## config.mk

```make
export PLATFORM = sky130hd
export DESIGN_NAME = rtc_write_guard
export DESIGN_NICKNAME = d
export VERILOG_FILES = /design/src/rtl/rtc_guard_pkg.sv /design/src/rtl/rtc_guard_datapath.sv /design/src/rtl/rtc_guard_control.sv /design/src/rtl/rtc_write_guard.sv
export SDC_FILE = /design/constraint.sdc
export NUM_CORES = 1
export LEC_CHECK = 0
export BUFFER_PORTS_ARGS = -buffer_cell sky130_fd_sc_hd__buf_2
export CELL_PAD_IN_SITES_DETAIL_PLACEMENT = 0
export CELL_PAD_IN_SITES_GLOBAL_PLACEMENT = 1
export CORE_UTILIZATION = 45
export CTS_CLUSTER_SIZE = 12
export DETAILED_ROUTE_END_ITERATION = 10
export PLACE_DENSITY = 0.89
export SLEW_MARGIN = 20
export SYNTH_ARGS = -nofsm -noshare
export SYNTH_HDL_FRONTEND = slang
export SYNTH_SLANG_ARGS = --single-unit
```

## constraint.sdc

```tcl
create_clock -name clk -period 5.7 [get_ports clk]
set_input_delay 1.71 -clock clk [delete_from_list [all_inputs] [get_ports clk]]
set_output_delay 1.71 -clock clk [all_outputs]
set_load 0.02 [all_outputs]
```

## src/rtl/rtc_guard_pkg.sv

```systemverilog
package rtc_guard_pkg;

  // Strobes from the control module to the datapath
  typedef struct packed {
    logic fireInc;     // launch one increment into the counter chain
    logic setPending;  // remember a carry that arrived during a hold
    logic clrPending;  // hold released: pending carry consumed
    logic clrOscStop;  // qualified control register 1 write
    logic wrMode;      // control register 2 write
  } ctrlStrobes_t;

  // State reported back from the datapath
  typedef struct packed {
    logic settled;     // oscillator start-up count complete
    logic propBusy;    // carry propagation window open
    logic pending;     // deferred increment waiting for release
  } dpStatus_t;

endpackage

```

## src/rtl/rtc_guard_datapath.sv

```systemverilog
module rtc_guard_datapath
  import rtc_guard_pkg::*;
#(
  parameter int STARTUP_CYCLES = 1024,
  parameter int PROP_CYCLES    = 4,
  parameter int MODE_BIT       = 2,
  parameter int CTRL_W         = 4
) (
  input  logic              clk,
  input  logic              rstN,
  input  logic              oscGood,
  input  logic [CTRL_W-1:0] ctrl2Data,
  input  ctrlStrobes_t      strobes,
  output dpStatus_t         status,
  output logic              oscStopQ,
  output logic              hour24Q,
  output logic              incStrobeQ
);

  localparam int SW = (STARTUP_CYCLES < 1) ? 1 : $clog2(STARTUP_CYCLES + 1);
  localparam int PW = $clog2(PROP_CYCLES + 1);
  localparam logic [PW-1:0] PROP_LOAD = PW'(PROP_CYCLES);

  logic          settledQ;
  logic [PW-1:0] propCnt;
  logic          pendingQ;

  // Oscillator settling: a variant picked by the start-up count
  generate
    if (STARTUP_CYCLES == 0) begin : gNoSettle
      assign settledQ = oscGood;
    end else begin : gSettle
      localparam logic [SW-1:0] SETTLE_END = SW'(STARTUP_CYCLES);
      logic [SW-1:0] settleCnt;
      always_ff @(posedge clk or negedge rstN) begin
        if (!rstN) begin
          settleCnt <= '0;
        end else if (!oscGood) begin
          settleCnt <= '0;
        end else if (settleCnt != SETTLE_END) begin
          settleCnt <= settleCnt + 1'b1;
        end
      end
      assign settledQ = (settleCnt == SETTLE_END);


      settle_needs_osc_chk: assert property (@(posedge clk) disable iff (!rstN)
        $rose(settledQ) |-> $past(oscGood));
    end
  endgenerate

  // Carry propagation window
  always_ff @(posedge clk or negedge rstN) begin
    if (!rstN) begin
      propCnt <= '0;
    end else if (strobes.fireInc) begin
      propCnt <= PROP_LOAD;
    end else if (propCnt != '0) begin
      propCnt <= propCnt - 1'b1;
    end
  end


  prop_window_bound_chk: assert property (@(posedge clk) disable iff (!rstN)
    propCnt <= PROP_LOAD);

  // Saturating deferred-increment bit
  always_ff @(posedge clk or negedge rstN) begin
    if (!rstN) begin
      pendingQ <= 1'b0;
    end else if (strobes.clrPending) begin
      pendingQ <= 1'b0;
    end else if (strobes.setPending) begin
      pendingQ <= 1'b1;
    end
  end


  pending_saturates_chk: assert property (@(posedge clk) disable iff (!rstN)
    (pendingQ && !strobes.clrPending) |=> pendingQ);

  // Oscillation-stop latch
  always_ff @(posedge clk or negedge rstN) begin
    if (!rstN) begin
      oscStopQ <= 1'b1;
    end else if (!oscGood) begin
      oscStopQ <= 1'b1;
    end else if (strobes.clrOscStop) begin
      oscStopQ <= 1'b0;
    end
  end


  osc_stop_sets_chk: assert property (@(posedge clk) disable iff (!rstN)
    !oscGood |=> oscStopQ);

  // 12/24-hour select and increment strobe register
  always_ff @(posedge clk or negedge rstN) begin
    if (!rstN) begin
      hour24Q    <= 1'b0;
      incStrobeQ <= 1'b0;
    end else begin
      incStrobeQ <= strobes.fireInc;
      if (strobes.wrMode) begin
        hour24Q <= ctrl2Data[MODE_BIT];
      end
    end
  end


  mode_holds_chk: assert property (@(posedge clk) disable iff (!rstN)
    !strobes.wrMode |=> $stable(hour24Q));

  assign status.settled  = settledQ;
  assign status.propBusy = (propCnt != '0);
  assign status.pending  = pendingQ;

endmodule

```

## src/rtl/rtc_guard_control.sv

```systemverilog
module rtc_guard_control
  import rtc_guard_pkg::*;
(
  input  logic         clk,
  input  logic         rstN,
  input  logic         chipEn,
  input  logic         secCarry,
  input  logic         oscGood,
  input  logic         ctrl1Wr,
  input  logic         ctrl2Wr,
  input  dpStatus_t    status,
  output ctrlStrobes_t strobes,
  output logic         busyFlag,
  output logic         writeEnQ
);

  logic carryEvt;
  logic holdNow;
  logic releaseNow;
  logic grantNow;

  assign busyFlag   = !status.settled || status.propBusy;
  assign carryEvt   = secCarry && status.settled;
  assign holdNow    = !writeEnQ;
  assign releaseNow = holdNow && !chipEn;
  // Access only in a carry-free, non-busy cycle
  assign grantNow   = writeEnQ && chipEn && !busyFlag && !carryEvt;

  always_comb begin
    strobes            = '0;
    strobes.clrOscStop = ctrl1Wr && oscGood;
    strobes.wrMode     = ctrl2Wr;
    if (writeEnQ) begin
      strobes.fireInc = carryEvt;
    end else if (releaseNow) begin
      strobes.fireInc    = status.pending || carryEvt;
      strobes.clrPending = 1'b1;
    end else begin
      strobes.setPending = carryEvt;
    end
  end

  always_ff @(posedge clk or negedge rstN) begin
    if (!rstN) begin
      writeEnQ <= 1'b1;
    end else if (releaseNow) begin
      writeEnQ <= 1'b1;
    end else if (grantNow) begin
      writeEnQ <= 1'b0;
    end
  end


  grant_when_idle_chk: assert property (@(posedge clk) disable iff (!rstN)
    $fell(writeEnQ) |-> ($past(chipEn) && !$past(busyFlag) && !$past(secCarry)));


  release_restores_chk: assert property (@(posedge clk) disable iff (!rstN)
    (!chipEn && !writeEnQ) |=> writeEnQ);


  osc_loss_busy_chk: assert property (@(posedge clk) disable iff (!rstN)
    !oscGood |=> busyFlag);

endmodule

```

## src/rtl/rtc_write_guard.sv

```systemverilog
module rtc_write_guard
  import rtc_guard_pkg::*;
#(
  parameter int STARTUP_CYCLES = 1024,
  parameter int PROP_CYCLES    = 4,
  parameter int MODE_BIT       = 2,
  parameter int CTRL_W         = 4
) (
  input  logic              clk,
  input  logic              rstN,
  input  logic              chipEn,
  input  logic              secCarry,
  input  logic              oscGood,
  input  logic              ctrl1Wr,
  input  logic              ctrl2Wr,
  input  logic [CTRL_W-1:0] ctrl2Data,
  output logic              busyFlag,
  output logic              writeEnFlag,
  output logic              oscStopFlag,
  output logic              hour24,
  output logic              incStrobe
);

  ctrlStrobes_t strobes;
  dpStatus_t    status;

  rtc_guard_control uCtrl (
    .clk      (clk),
    .rstN     (rstN),
    .chipEn   (chipEn),
    .secCarry (secCarry),
    .oscGood  (oscGood),
    .ctrl1Wr  (ctrl1Wr),
    .ctrl2Wr  (ctrl2Wr),
    .status   (status),
    .strobes  (strobes),
    .busyFlag (busyFlag),
    .writeEnQ (writeEnFlag)
  );

  rtc_guard_datapath #(
    .STARTUP_CYCLES (STARTUP_CYCLES),
    .PROP_CYCLES    (PROP_CYCLES),
    .MODE_BIT       (MODE_BIT),
    .CTRL_W         (CTRL_W)
  ) uDp (
    .clk        (clk),
    .rstN       (rstN),
    .oscGood    (oscGood),
    .ctrl2Data  (ctrl2Data),
    .strobes    (strobes),
    .status     (status),
    .oscStopQ   (oscStopFlag),
    .hour24Q    (hour24),
    .incStrobeQ (incStrobe)
  );


  no_inc_while_held_chk: assert property (@(posedge clk) disable iff (!rstN)
    (chipEn && !writeEnFlag) |=> !incStrobe);


  inc_marks_busy_chk: assert property (@(posedge clk) disable iff (!rstN)
    incStrobe |-> busyFlag);

endmodule

```

After elaboration in Yosys (flattened, before gate mapping)
Index checks and enable logic that the tools add are counted.
W data, S select, Z words.
{"block": "totals", "regBits": 19, "input_bits": 11, "out_inout_bits": 5, "wordCells": 45}
{"block": "op_classes", "addsub": 2, "n_eq_ne": 4, "mux": 15, "n_reduce_logical": 17}
{"op": "$mux W11", "count": 2}
{"op": "$add A11 B1 Y11 const B", "count": 1}
{"op": "$eq A11 B11 Y1 const B", "count": 1}
{"op": "$ne A11 B11 Y1 const B", "count": 1}
{"op": "$mux W1", "count": 10}
{"op": "$logic_and A1 B1 Y1", "count": 6}
{"op": "$mux W3", "count": 2}
{"op": "$reduce_bool A2 Y1", "count": 3}
{"op": "$logic_not A1 Y1", "count": 5}
{"op": "$ne A2 B1 Y1 const B", "count": 2}
{"op": "$reduce_bool A3 Y1", "count": 1}
{"op": "$sub A3 B1 Y3 const B", "count": 1}
{"op": "$logic_or A1 B1 Y1", "count": 2}
{"op": "$mux W2", "count": 1}

Depth between registers and ports, before layout
Gate-level depths: netlist of the first run.
{"block": "logic_depth", "ltp_word": 8, "mapped_depth": 5, "ltp_nobuf": 5}

Modules after synthesis
Synthesis of the first run repeated with hierarchy kept, for this count alone.
{"block": "hier_totals", "hier_cells": 100, "area_unflattened_um2": 997.2}
{"mod": "rtc_guard_datapath", "n_inst": 1, "cells_per_inst": 87, "area_per_inst_um2": 888.4, "seq_area_each_um2": 451.7}
{"mod": "rtc_guard_control", "n_inst": 1, "cells_per_inst": 13, "area_per_inst_um2": 108.9, "seq_area_each_um2": 26.3}

Worst setup path after synthesis of the first run
Ideal clock, no wire load.
{"block": "synth_timing", "kind": "reg-to-output", "startpoint": "register uDp.gSettle.settleCnt[0]", "endpoint": "output port busyFlag", "arrival_ns": 1.500, "required_ns": 3.990, "slack_ns": 2.490, "stages_incl_launch_ff": 6, "n_path_buf": 0, "cell_sequence": "dfrtp_1 inv_1 ha_1 or4b_1 nor3_2 nand2_1"}
{"block": "synth_via", "elab_chain_len": 3}
{"item": "start: declaration", "line": "rtc_guard_datapath.sv:34", "source": "logic [SW-1:0] settleCnt;"}
{"item": "start signal: assignment", "line": "rtc_guard_datapath.sv:41", "source": "settleCnt <= settleCnt + 1'b1;"}
{"item": "$eq A11 B11 Y1", "line": "rtc_guard_datapath.sv:44", "source": "assign settledQ = (settleCnt == SETTLE_END);"}
{"item": "$logic_not A1 Y1", "line": "rtc_guard_control.sv:22", "source": "assign busyFlag = !status.settled || status.propBusy;"}
{"item": "$logic_or A1 B1 Y1", "line": "rtc_guard_control.sv:22"}
{"item": "end: declaration", "line": "rtc_write_guard.sv:17", "source": "output logic busyFlag,"}
No other way between the ends.

Final worst setup path of the first run
Ends and elaborated chain as after synthesis.

==> results of run 1 <==
==> worst max-delay path, cell delays in order, from the launching register on <==
cell	delay, ns
dfrtp_1	0.43
inv_1	0.10
ha_1	0.14
or4b_1	0.50
nor3_2	0.29
nand2_1	0.08
buf_2	0.17
==> sequential cells by signal, summed over array words and instances (netlist names) <==
| name | cells |
|---|---|
| uDp.incStrobeQ | 1 |
| uCtrl.writeEnQ | 1 |
| uDp.pendingQ | 1 |
| uDp.oscStopQ | 1 |
| uDp.gSettle.settleCnt | 11 |
| uDp.hour24Q | 1 |
| uDp.propCnt | 3 |
==> stage by stage <==
| step | setup slack, ns | cells | utilization | hold WS [ns] |
|---|---|---|---|---|
| detailed placement | 2.32 | 134 | 0.531 | 0.486 |
| floorplan | 2.49 | 95 | - | 0.474 |
| global route | 1.84 | 138 | 0.544 | 0.529 |
| finish | 1.99 | 138 | 0.544 | 0.488 |
| CTS | 1.98 | 138 | 0.544 | 0.495 |
| global placement | 2.32 | 134 | 0.531 | 0.460 |
==> cells by family after synthesis <==
| logic type | synth area share |
|---|---|
| XOR/XNOR | 0.0271 |
| AO/OA/AOI/OAI | 0.138 |
| multiplexers | 0.0530 |
| flip-flops | 0.494 |
| buffers and inverters | 0.0271 |
| adder cells (fa/ha/maj) | 0.0517 |
| AND/OR/NAND/NOR | 0.209 |
==> power by group through the flow <==
stage / Clock, µW / Sequential, µW / Combinational (µW)
floorplan: 0 / 162 / 59.9
global placement: 0 / 161 / 75.4
detailed placement: 0 / 162 / 79.4
CTS: 70.9 / 159 / 79.9
global route: 76.7 / 161 / 89.9
finish: 68.7 / 160 / 78.7
==> cells in the mapped netlist (2+ instances only) <==
library cell | n | area share
nand2b_1 | 3 | 0.019
o21ai_0 | 8 | 0.041
nand3_1 | 4 | 0.021
nor2_1 | 4 | 0.015
inv_1 | 6 | 0.023
dfstp_2 | 2 | 0.054
mux2i_1 | 4 | 0.041
ha_1 | 4 | 0.052
or3_1 | 4 | 0.026
dfrtp_1 | 17 | 0.44
o211a_1 | 2 | 0.021
nand2_1 | 10 | 0.039
a21oi_1 | 7 | 0.036
xor2_1 | 2 | 0.018
or4_1 | 2 | 0.015
o31ai_1 | 2 | 0.015
==> metal layers <==
layer | vias up | wire length (µm) | share of wire | global-route usage
met5 | - | 0 | 0 | 0
met4 | 0 | 33 | 0.019 | 0.0882
met3 | 4 | 44 | 0.025 | 0.0189
met2 | 11 | 816 | 0.47 | 0.289
met1 | 350 | 842 | 0.49 | 0.229
li1 | 370 | - | - | -
==> worst max path at each step <==
| stage | start | to | slack, ns |
|---|---|---|---|
| 2_1_floorplan | uDp.gSettle.settleCnt[0] | busyFlag | 2.49 |
| 3_3_place_gp | uDp.gSettle.settleCnt[0] | busyFlag | 2.32 |
| 3_5_place_dp | uDp.gSettle.settleCnt[0] | busyFlag | 2.32 |
| 4_1_cts | uDp.gSettle.settleCnt[0] | busyFlag | 1.98 |
| 5_1_grt | uDp.gSettle.settleCnt[0] | busyFlag | 1.84 |
| 6_report | uDp.gSettle.settleCnt[0] | busyFlag | 1.99 |
==> area by class of cell <==
class                   instances  area [µm²]  area share
clock buffers                   4        26.3      0.0241
inverters                       7        26.3      0.0241
multi-input cells              69         464       0.426
flip-flops and latches         19         478       0.439
well taps                      27        33.8      0.0310
repair buffers                 12        60.1      0.0552
==> results.json, run 1 <==
{
  "start_util": 0.484,
  "grt_max_degree": 20,
  "grt_overflow": 0,
  "antenna_found_initial": 0,
  "drtPass1Iterations": 3,
  "grt_pass1_vias": 755,
  "synth_edf_count": 0,
  "clk_pin_slew_ns": 0.11,
  "max_slew_margin": 0.717,
  "ios": 16,
  "clkPwrFrac": 0.224,
  "die_h_um": 48.4,
  "hold_path.class": "reg2reg",
  "p_leak_uw": 0.000474,
  "io_buffers": 12,
  "hp-start": "uDp.oscStopQ",
  "ys.flop_type": "dfrtp_1",
  "fin_worst_skew_ns": 0.00613,
  "finalWeightedCongestion": 0.687,
  "post_cts_buffers": 0,
  "placed_area_um2": 1060,
  "ys_warn_count": 0,
  "p_sw_uw": 89.3,
  "cts_buffers": 3,
  "final_common_cell": "dfrtp_1",
  "synth_nets": 110,
  "die_area_um2": 2340,
  "p_sw_frac": 0.291,
  "slew_viol_final": 0,
  "ys_ff_latch": 19,
  "hold_end": "uDp.oscStopQ",
  "drive_above_1_share": 0.189,
  "holdPathStages": 2,
  "powerDensity_nw_per_um2": 282,
  "fin_setup_tns_ns": 0,
  "antenna_left": 0,
  "hold_violations": 0,
  "clockRootBuffer": "clkbuf_4",
  "dp_hpwl_mm": 1.24,
  "combPwrFrac": 0.256,
  "maxCapViolCount": 0,
  "synth.distinct_cells": 30,
  "yosysSeqAreaShare": 0.494,
  "clock-sinks": 19,
  "crit_required_ns": 3.99,
  "viasPerCell": 5.33,
  "grt_pass1_wl_mm": 3.19,
  "cts_tree": "yes",
  "power_uw": 307,
  "routed_wl_mm": 1.74,
  "layout_common_cells": "17 x dfrtp_1, 12 x buf_2, 10 x nand2_1, 8 x o21ai_0, 7 x a21oi_1",
  "vias": 735,
  "dieWidth_um": 48.4,
  "status": "complete, no violations",
  "async_flop_share": 1.00,
  "wl_per_cell_um": 12.6,
  "crit_path_max_fanout": 4,
  "final_area_um2": 1090,
  "fin_crit_sh": 0.652,
  "area_growth_pct": 12.4,
  "syn_inst": 95,
  "r2r_end": "uDp.propCnt[1]",
  "r2r-start": "uDp.gSettle.settleCnt[0]",
  "clk-insertion-delay-late_ns": 0.30,
  "finalSetupViolCount": 0,
  "finalCriticalPeriod_ns": 3.71,
  "arrival_ns": 2.00,
  "crit_path_end_kind": "primary output",
  "drc": 0,
  "grt_use_total": 0.175,
  "p_seq_frac": 0.520,
  "diodes": 0,
  "core_um2": 2000,
  "cell_internal_pwr_uw": 218,
  "num_rows": 16,
  "cts_max_level": 1,
  "clock.fmax_mhz": 269,
  "path_class": "reg2out",
  "avgSynthCellArea_um2": 10.2,
  "tightestPinTransition_ns": 0.424,
  "hold_buffers": 0,
  "r2r_slack_ns": 3.84,
  "nFillCells": 197,
  "post_cts_resize_count": 0,
  "syn-cell-area_um2": 968,
  "layout.nets": 127,
  "drt-initial-drc-count": 7,
  "cts.path.max_buffers": 2,
  "worstRegToRegCells": 5,
  "grt_setup_unrepaired": "no",
  "start_kind": "flip-flop",
  "ir_worst_vdd_mv": 0.149
}
Note: power is estimated with default switching activity, not from simulation.
==> run 2: changes to the inputs <==
--- a/config.mk
+++ b/config.mk
@@ -8,10 +8,10 @@
 export BUFFER_PORTS_ARGS = -buffer_cell sky130_fd_sc_hd__buf_2
 export CELL_PAD_IN_SITES_DETAIL_PLACEMENT = 0
 export CELL_PAD_IN_SITES_GLOBAL_PLACEMENT = 1
-export CORE_UTILIZATION = 45
+export CORE_UTILIZATION = 41
 export CTS_CLUSTER_SIZE = 12
 export DETAILED_ROUTE_END_ITERATION = 10
-export PLACE_DENSITY = 0.89
+export PLACE_DENSITY = 0.82
 export SLEW_MARGIN = 20
 export SYNTH_ARGS = -nofsm -noshare
 export SYNTH_HDL_FRONTEND = slang
==> constraint.sdc (replaced) <==
create_clock -name clk -period 3.65 [get_ports clk]
set_input_delay 1.095 -clock clk [delete_from_list [all_inputs] [get_ports clk]]
set_output_delay 1.095 -clock clk [all_outputs]
set_load 0.02 [all_outputs]
==> results.json, run 2 (synthesis gave the netlist of run 1 again) <==
{
  "dp_hpwl_mm": 1.28,
  "p_leak_uw": 0.000477,
  "cp-startpoint": "uDp.gSettle.settleCnt[0]",
  "clock.fmax_mhz": 326,
  "maxCapViolCount": 0,
  "p_seq_frac": 0.523,
  "path_class": "reg2out",
  "routed_wl_mm": 1.77,
  "hold_buffers": 0,
  "powerDensity_nw_per_um2": 435,
  "clk-insertion-delay-late_ns": 0.30,
  "cts_tree": "yes",
  "cts_buffers": 3,
  "diodes": 0,
  "post_cts_buffers": 0,
  "grt_max_degree": 20,
  "grt_pass1_vias": 722,
  "start_kind": "flip-flop",
  "die_h_um": 50.6,
  "hold_violations": 0,
  "combPwrFrac": 0.254,
  "largest_register_ffs": 11,
  "fin_setup_tns_ns": 0,
  "fin_crit_sh": 0.841,
  "grt_overflow": 0,
  "largest_register": "uDp.gSettle.settleCnt",
  "final_common_cell": "dfrtp_1",
  "p_sw_frac": 0.288,
  "hp-start": "uDp.oscStopQ",
  "hold_path.class": "reg2reg",
  "finalWeightedCongestion": 0.724,
  "grt_pass1_wl_mm": 3.15,
  "clock-sinks": 19,
  "nFillCells": 234,
  "r2r-start": "uDp.gSettle.settleCnt[0]",
  "vias": 757,
  "area_growth_pct": 12.7,
  "wl_per_cell_um": 12.7,
  "hold_ws_ns": 0.473,
  "start_util": 0.438,
  "die_area_um2": 2560,
  "ios": 16,
  "r2r_slack_ns": 1.80,
  "reg_top3": "uDp.gSettle.settleCnt: 11 flops, uDp.propCnt: 3 flops",
  "cell_internal_pwr_uw": 338,
  "finalCriticalPeriod_ns": 3.07,
  "antenna_found_initial": 0,
  "ir_worst_vdd_mv": 0.238,
  "p_sw_uw": 137,
  "layout.nets": 127,
  "core_um2": 2210,
  "power_uw": 475,
  "grt_use_total": 0.168,
  "slew_viol_final": 0,
  "clk_pin_slew_ns": 0.10,
  "cts_max_level": 1,
  "dieWidth_um": 50.6,
  "crit_path_end_kind": "primary output",
  "post_cts_resize_count": 0,
  "tightestPinTransition_ns": 0.430,
  "drc": 0,
  "drtPass1Iterations": 4,
  "io_buffers": 12,
  "layout_common_cells": "17 x dfrtp_1, 12 x buf_2, 10 x nand2_1, 8 x o21ai_0, 7 x a21oi_1",
  "fin_worst_skew_ns": 0.00911,
  "arrival_ns": 1.97,
  "status": "complete, no violations",
  "num_rows": 17,
  "clockRootBuffer": "clkbuf_4",
  "crit_required_ns": 2.55,
  "drive_above_1_share": 0.198,
  "crit_path_max_fanout": 4,
  "antenna_left": 0,
  "finalSetupViolCount": 0,
  "clkPwrFrac": 0.223,
  "drt-initial-drc-count": 17,
  "viasPerCell": 5.45,
  "cts.path.max_buffers": 2,
  "max_slew_margin": 0.713,
  "grt_setup_unrepaired": "no"
}
-- run 2: changes by cell type in the layout (fill, tap and decap cells not counted) --
cell	before	now
clkbuf_1	1	0
clkinv_2	0	1
-- run 2: cell type report --
class / count / area [µm²] / area share
Timing Repair Buffer: 12 / 60.1 / 0.0550
Multi-Input combinational cell: 69 / 464 / 0.425
Clock buffer: 3 / 22.5 / 0.0206
Tap cell: 28 / 35.0 / 0.0321
Clock inverter: 1 / 5.00 / 0.00459
Sequential cell: 19 / 478 / 0.438
Inverter: 7 / 26.3 / 0.0241
-- run 2: critical path, stage by stage, from the launching register on --
cell     delay [ns]
dfrtp_1        0.42
inv_1          0.10
ha_1           0.14
or4b_1         0.49
nor3_2         0.28
nand2_1        0.08
buf_2          0.17
-- run 2: layer usage --
| layer | track usage | wire length (µm) | share of wire |
|---|---|---|---|
| met2 | 0.271 | 885 | 0.50 |
| met5 | 0 | 0 | 0 |
| met4 | 0.0972 | 34 | 0.019 |
| met1 | 0.206 | 796 | 0.45 |
| met3 | 0.0364 | 54 | 0.030 |
-- run 2: through the flow --
step | util | cell area [µm²] | std cells | setup slack [ns]
6_report | 0.493 | 1090 | 139 | 0.581
5_1_grt | 0.493 | 1090 | 139 | 0.430
3_3_place_gp | 0.481 | 1060 | 135 | 0.903
2_1_floorplan | - | 968 | 95 | 1.06
4_1_cts | 0.493 | 1090 | 139 | 0.552
3_5_place_dp | 0.481 | 1060 | 135 | 0.897
-- run 2: final timing paths --
kind,to,cells past startpoint
min,uDp.oscStopQ,2
min in group asynchronous,uDp.hour24Q,1
max,busyFlag,6
min reg2reg,uDp.oscStopQ,2
max in group asynchronous,uCtrl.writeEnQ,1
max reg2reg,uDp.propCnt[1],5
-- run 2: power groups by stage --
stage               logic, µW  registers, µW  clock network, µW
floorplan                93.6            253                  0
global placement          118            252                  0
detailed placement        123            252                  0
CTS                       124            248                111
global route              139            252                122
finish                    120            248                106
